===== src/rtl/frame_refresh_timer.sv =====
module frame_refresh_timer #(
  parameter int unsigned CLK_HZ   = 100_000_000,
  parameter int unsigned FRAME_US = 16_000
) (
  input  logic clk,
  input  logic rst_n,
  input  logic run_i,
  input  logic pend_i,
  input  logic nxtbuf_i,
  output logic frame_done_o,
  output logic armed_o
);
  localparam longint unsigned PERIOD_CYC = (longint'(CLK_HZ) * longint'(FRAME_US)) / 64'd1000000;
  localparam int CW = (PERIOD_CYC < 2) ? 1 : $clog2(PERIOD_CYC);
  localparam logic [CW-1:0] LOAD = CW'(PERIOD_CYC - 1);

  typedef enum logic {IDLE, COUNTING} st_t;

  st_t           st, st_nx;
  logic [CW-1:0] cnt, cnt_nx;
  logic          run_q, pend_q, done_q, done_nx;

  wire run_rise  = run_i & ~run_q;
  wire run_fall  = ~run_i & run_q;
  wire pend_fall = pend_q & ~pend_i;
  wire arm_ok    = run_i & ~pend_i;
  wire expire    = (st == COUNTING) && (cnt == '0);

  always_comb begin
    st_nx   = st;
    cnt_nx  = cnt;
    done_nx = 1'b0;
    if (nxtbuf_i) begin
      done_nx = 1'b1;
      st_nx   = IDLE;
      cnt_nx  = '0;
    end else if (run_fall) begin
      st_nx  = IDLE;
      cnt_nx = '0;
    end else if (run_rise || pend_fall) begin
      st_nx  = arm_ok ? COUNTING : IDLE;
      cnt_nx = arm_ok ? LOAD : '0;
    end else if (expire) begin
      done_nx = arm_ok;
      st_nx   = IDLE;
    end else if (st == COUNTING) begin
      cnt_nx = cnt - 1'b1;
    end
  end

  always_ff @(posedge clk) begin
    if (!rst_n) begin
      st     <= IDLE;
      cnt    <= '0;
      run_q  <= 1'b0;
      pend_q <= 1'b0;
      done_q <= 1'b0;
    end else begin
      st     <= st_nx;
      cnt    <= cnt_nx;
      run_q  <= run_i;
      pend_q <= pend_i;
      done_q <= done_nx;
    end
  end

  assign frame_done_o = done_q;
  assign armed_o      = (st == COUNTING);

  a_r2_arm_needs_run_idle: assert property (@(posedge clk) disable iff (!rst_n)
    $rose(armed_o) |-> ($past(run_i) && !$past(pend_i)));

  a_r4_fall_cancels: assert property (@(posedge clk) disable iff (!rst_n)
    ($fell(run_i) && !nxtbuf_i) |=> !armed_o);

  a_r6_done_only_when_live: assert property (@(posedge clk) disable iff (!rst_n)
    (frame_done_o && !$past(nxtbuf_i)) |-> ($past(run_i) && !$past(pend_i)));

  a_r7_nxtbuf_done: assert property (@(posedge clk) disable iff (!rst_n)
    nxtbuf_i |=> (frame_done_o && !armed_o));

  a_r8_idle_on_done: assert property (@(posedge clk) disable iff (!rst_n)
    frame_done_o |-> !armed_o);
endmodule


===== config.mk =====
export PLATFORM = sky130hd
export DESIGN_NAME = frame_refresh_timer
export DESIGN_NICKNAME = d
export VERILOG_FILES = /design/src/rtl/frame_refresh_timer.sv
export SDC_FILE = /design/constraint.sdc
export NUM_CORES = 1
export LEC_CHECK = 0
export BUFFER_PORTS_ARGS = -buffer_cell sky130_fd_sc_hd__buf_2
export CORE_MARGIN = 4
export CORE_UTILIZATION = 40
export DETAILED_ROUTE_END_ITERATION = 8
export PLACE_DENSITY = 0.57
export SYNTH_ARGS = -nofsm -noshare
export SYNTH_HDL_FRONTEND = slang
export SYNTH_SLANG_ARGS = --single-unit

===== constraint.sdc =====
create_clock -name clk -period 2.2 [get_ports clk]
set_input_delay 0.11 -clock clk [delete_from_list [all_inputs] [get_ports clk]]
set_output_delay 0.11 -clock clk [all_outputs]
set_load 0.05 [all_outputs]

==> flow_summary.toml <==
[outcome]
status = "complete, no violations"

[floorplan]
die_x_um = 67.1
die_h_um = 67.1
start_util_pct = 41.5
rows = 21
core_um2 = 3360
io_pins = 7
die-area_um2 = 4500

[global_routing]
gr-total-overflow = 0
grt_pass1_wl_mm = 6.29
track_usage_pct = 18.3
first_global_vias = 1338
grt_max_degree = 20
antenna_found_initial = 0

[cts]
clk-insertion-delay-late_ps = 340
post_cts_buffers = 0
tritoncts = "yes"
cts_buffers = 3
clkTransAtPathRegs_ps = 140
htreeDepth = 1
cts_root_buffer = "clkbuf_4"
cts.path.max_buffers = 2
cts.sinks = 25

[timing]
setup_tns_ps = 0
min_period_ps = 2050
rsz0062_at_grt = "no"
fmax_ghz = 0.489
max-slew-margin-rel_pct = 67.0
timing.final.crit_share_pct = 93.0
setup_viol = 0
final.setup_skew_ps = 6.13
worst_hold_slack_ps = 2.11
final-hold-violation-count = 0
slew_violations = 0
worst_pin_slew_ps = 490

[power_and_ir_drop]
leakagePower_nw = 0.606
ir_drop_v = 0.000281
total_power_mw = 1.00
powerDensity_nw_per_um2 = 634

[critical_path]
cp_slowest_cell = "a211o_2"
crit_path_max_incr_delay_ps = 420
rr_endpoint = "cnt[17]"
path_max_fanout = 8
worstPathRequired_ps = 2480
cp.arrival_ps = 2330
cp_top_family = "simple AND/OR/NAND/NOR gates"
r2r_start = "cnt[0]"
rrSetupSlack_ps = 150
critPathBufInv = 1
cp-end-kind = "register"
reg2regPathDepth = 7
start_kind = "register"
path_class = "reg -> reg"
crit_chain = "inv_1 -> ha_1 -> nor2b_1 -> and4_1 -> a211o_2 -> or4_1 -> a21oi_1"

[layout]
drive_above_1_share_pct = 16.0
multi_input_area_um2 = 830
fin_nets = 196
fin_area_um2 = 1580
final_cell_mix = "23 x dfxtp_1, 17 x nand2_1, 12 x buf_4"
nFillCells = 350
seqCellArea_um2 = 503
mostFrequentLayoutCell = "dfxtp_1"
diodes = 0
synthToLayoutAreaGrowth_pct = 13.3

[hold_path]
whs_path_depth = 2
hold_start = "nxtbuf_i"
min_path_type = "in -> reg"
holdPathEnd = "frame_done_o"

[yosys]
synthDistinctLibCells = 43
synth_area_per_cell_um2 = 8.06
netlist_area_um2 = 1400
synth-seq-cells = 25
synth_nets = 180
ys.flop_type = "dfxtp_1"
synth-edff-count = 0
synthCells = 173
synth-seq-area-share_pct = 35.9
ys_async_sr_fraction_pct = 0
ys_warn_count = 0

[route]
drc_errors = 0
wl_met2_mm = 1.64
vias = 1385
via_per_inst = 5.92
met1Wirelength_mm = 1.76
wire_per_inst_um = 15.5
ant_nets = 0
wl_mm = 3.62
route.top_layer_used = "met4"
drtIter0Drc = 52
wl_met3_um = 144
first_pass_iters = 4

[placement]
gp_congestion = 0.861
port_buffers = 6
dp_hpwl_mm = 2.60
place_area_um2 = 1540

[job]
max-cap-violations = 0
## area by class of cell
class / count / area share (%)
multi-input combinational: 131 / 52.5
sequential: 25 / 31.8
timing repair buffer: 19 / 8.23
tap: 46 / 3.64
inverter: 9 / 2.14
clock buffer: 4 / 1.66
## cells in the mapped netlist, types with 2 or more instances
library cell | count | share of area [%]
or3_1 | 8 | 3.6
o21ai_0 | 8 | 2.9
nor4_1 | 6 | 2.7
nand2b_1 | 3 | 1.3
dfxtp_1 | 25 | 36
o311ai_0 | 6 | 3.8
a221oi_1 | 3 | 1.9
a21oi_1 | 11 | 3.9
inv_1 | 9 | 2.4
buf_2 | 2 | 0.72
nor3_1 | 9 | 3.2
and2_1 | 4 | 1.8
o31ai_1 | 2 | 1.1
clkbuf_1 | 6 | 1.6
nand2_1 | 17 | 4.6
a311oi_1 | 2 | 1.3
mux2i_1 | 4 | 2.9
a31oi_1 | 3 | 1.3
nor2_1 | 8 | 2.2
or2_2 | 3 | 1.3
o221ai_1 | 3 | 1.9
nand3_1 | 9 | 3.2
ha_1 | 2 | 1.8
## worst reg2reg max path: stages (launching register included)
cell     delay, ps
dfxtp_2        390
inv_1           90
ha_1           190
nor2b_1        120
and4_1         220
a211o_2        420
or4_1          410
a21oi_1        140
## worst max path at each step
stage / start / endpoint / slack, ps / cells past startpoint
after floorplan: cnt[0] / cnt[14] / 260 / 7
after global placement: cnt[0] / cnt[17] / 160 / 7
after detailed placement: cnt[0] / cnt[17] / 100 / 7
after CTS: cnt[0] / cnt[17] / 70 / 7
after global routing: cnt[5] / cnt[17] / 20 / 5
final: cnt[0] / cnt[17] / 150 / 7
## per-stage QoR
step	utilization, %	worst slack [ps]	std cells
floorplan	-	258	173
global placement	45.8	159	229
detailed placement	45.8	97.4	229
CTS	46.9	65.8	234
global route	47.0	15.1	234
finish	47.0	153	234
## layer usage
layer / track usage (%) / up-vias
met3: 2.53 / 7
met1: 24.5 / 666
met5: 0 / -
met2: 29.2 / 32
li1: - / 680
met4: 7.09 / 0
## cell families after synthesis
kind of cell               after synthesis  synth area share, %
muxes                                    4                 2.87
buffers and inverters                   17                 4.75
xor gates and xnor gates                 1                0.628
adders and majority gates                2                 1.79
DFF                                     25                 35.9
and+or+nand+nor                         77                 30.8
AOI/OAI and AO/OA                       47                 23.3
## sequential cells by signal, summed over array words and instances (netlist names)
| name | flops |
|---|---|
| cnt | 21 |
| run_q | 1 |
| pend_q | 1 |
| frame_done_o | 1 |
| armed_o | 1 |
## where the power goes
group	internal, mW	switching, mW	total [mW]
clock network	0.0714	0.150	0.222
logic	0.117	0.174	0.290
registers	0.471	0.0195	0.490
total	0.659	0.343	1.00
## timing repair
item                                   CTS  global route
setup endpoints to repair                0             4
endpoints found under the hold margin    1             0
hold buffers                             1             0
resized for setup                        0             3
No activity file was read; power rests on OpenSTA's default activity.
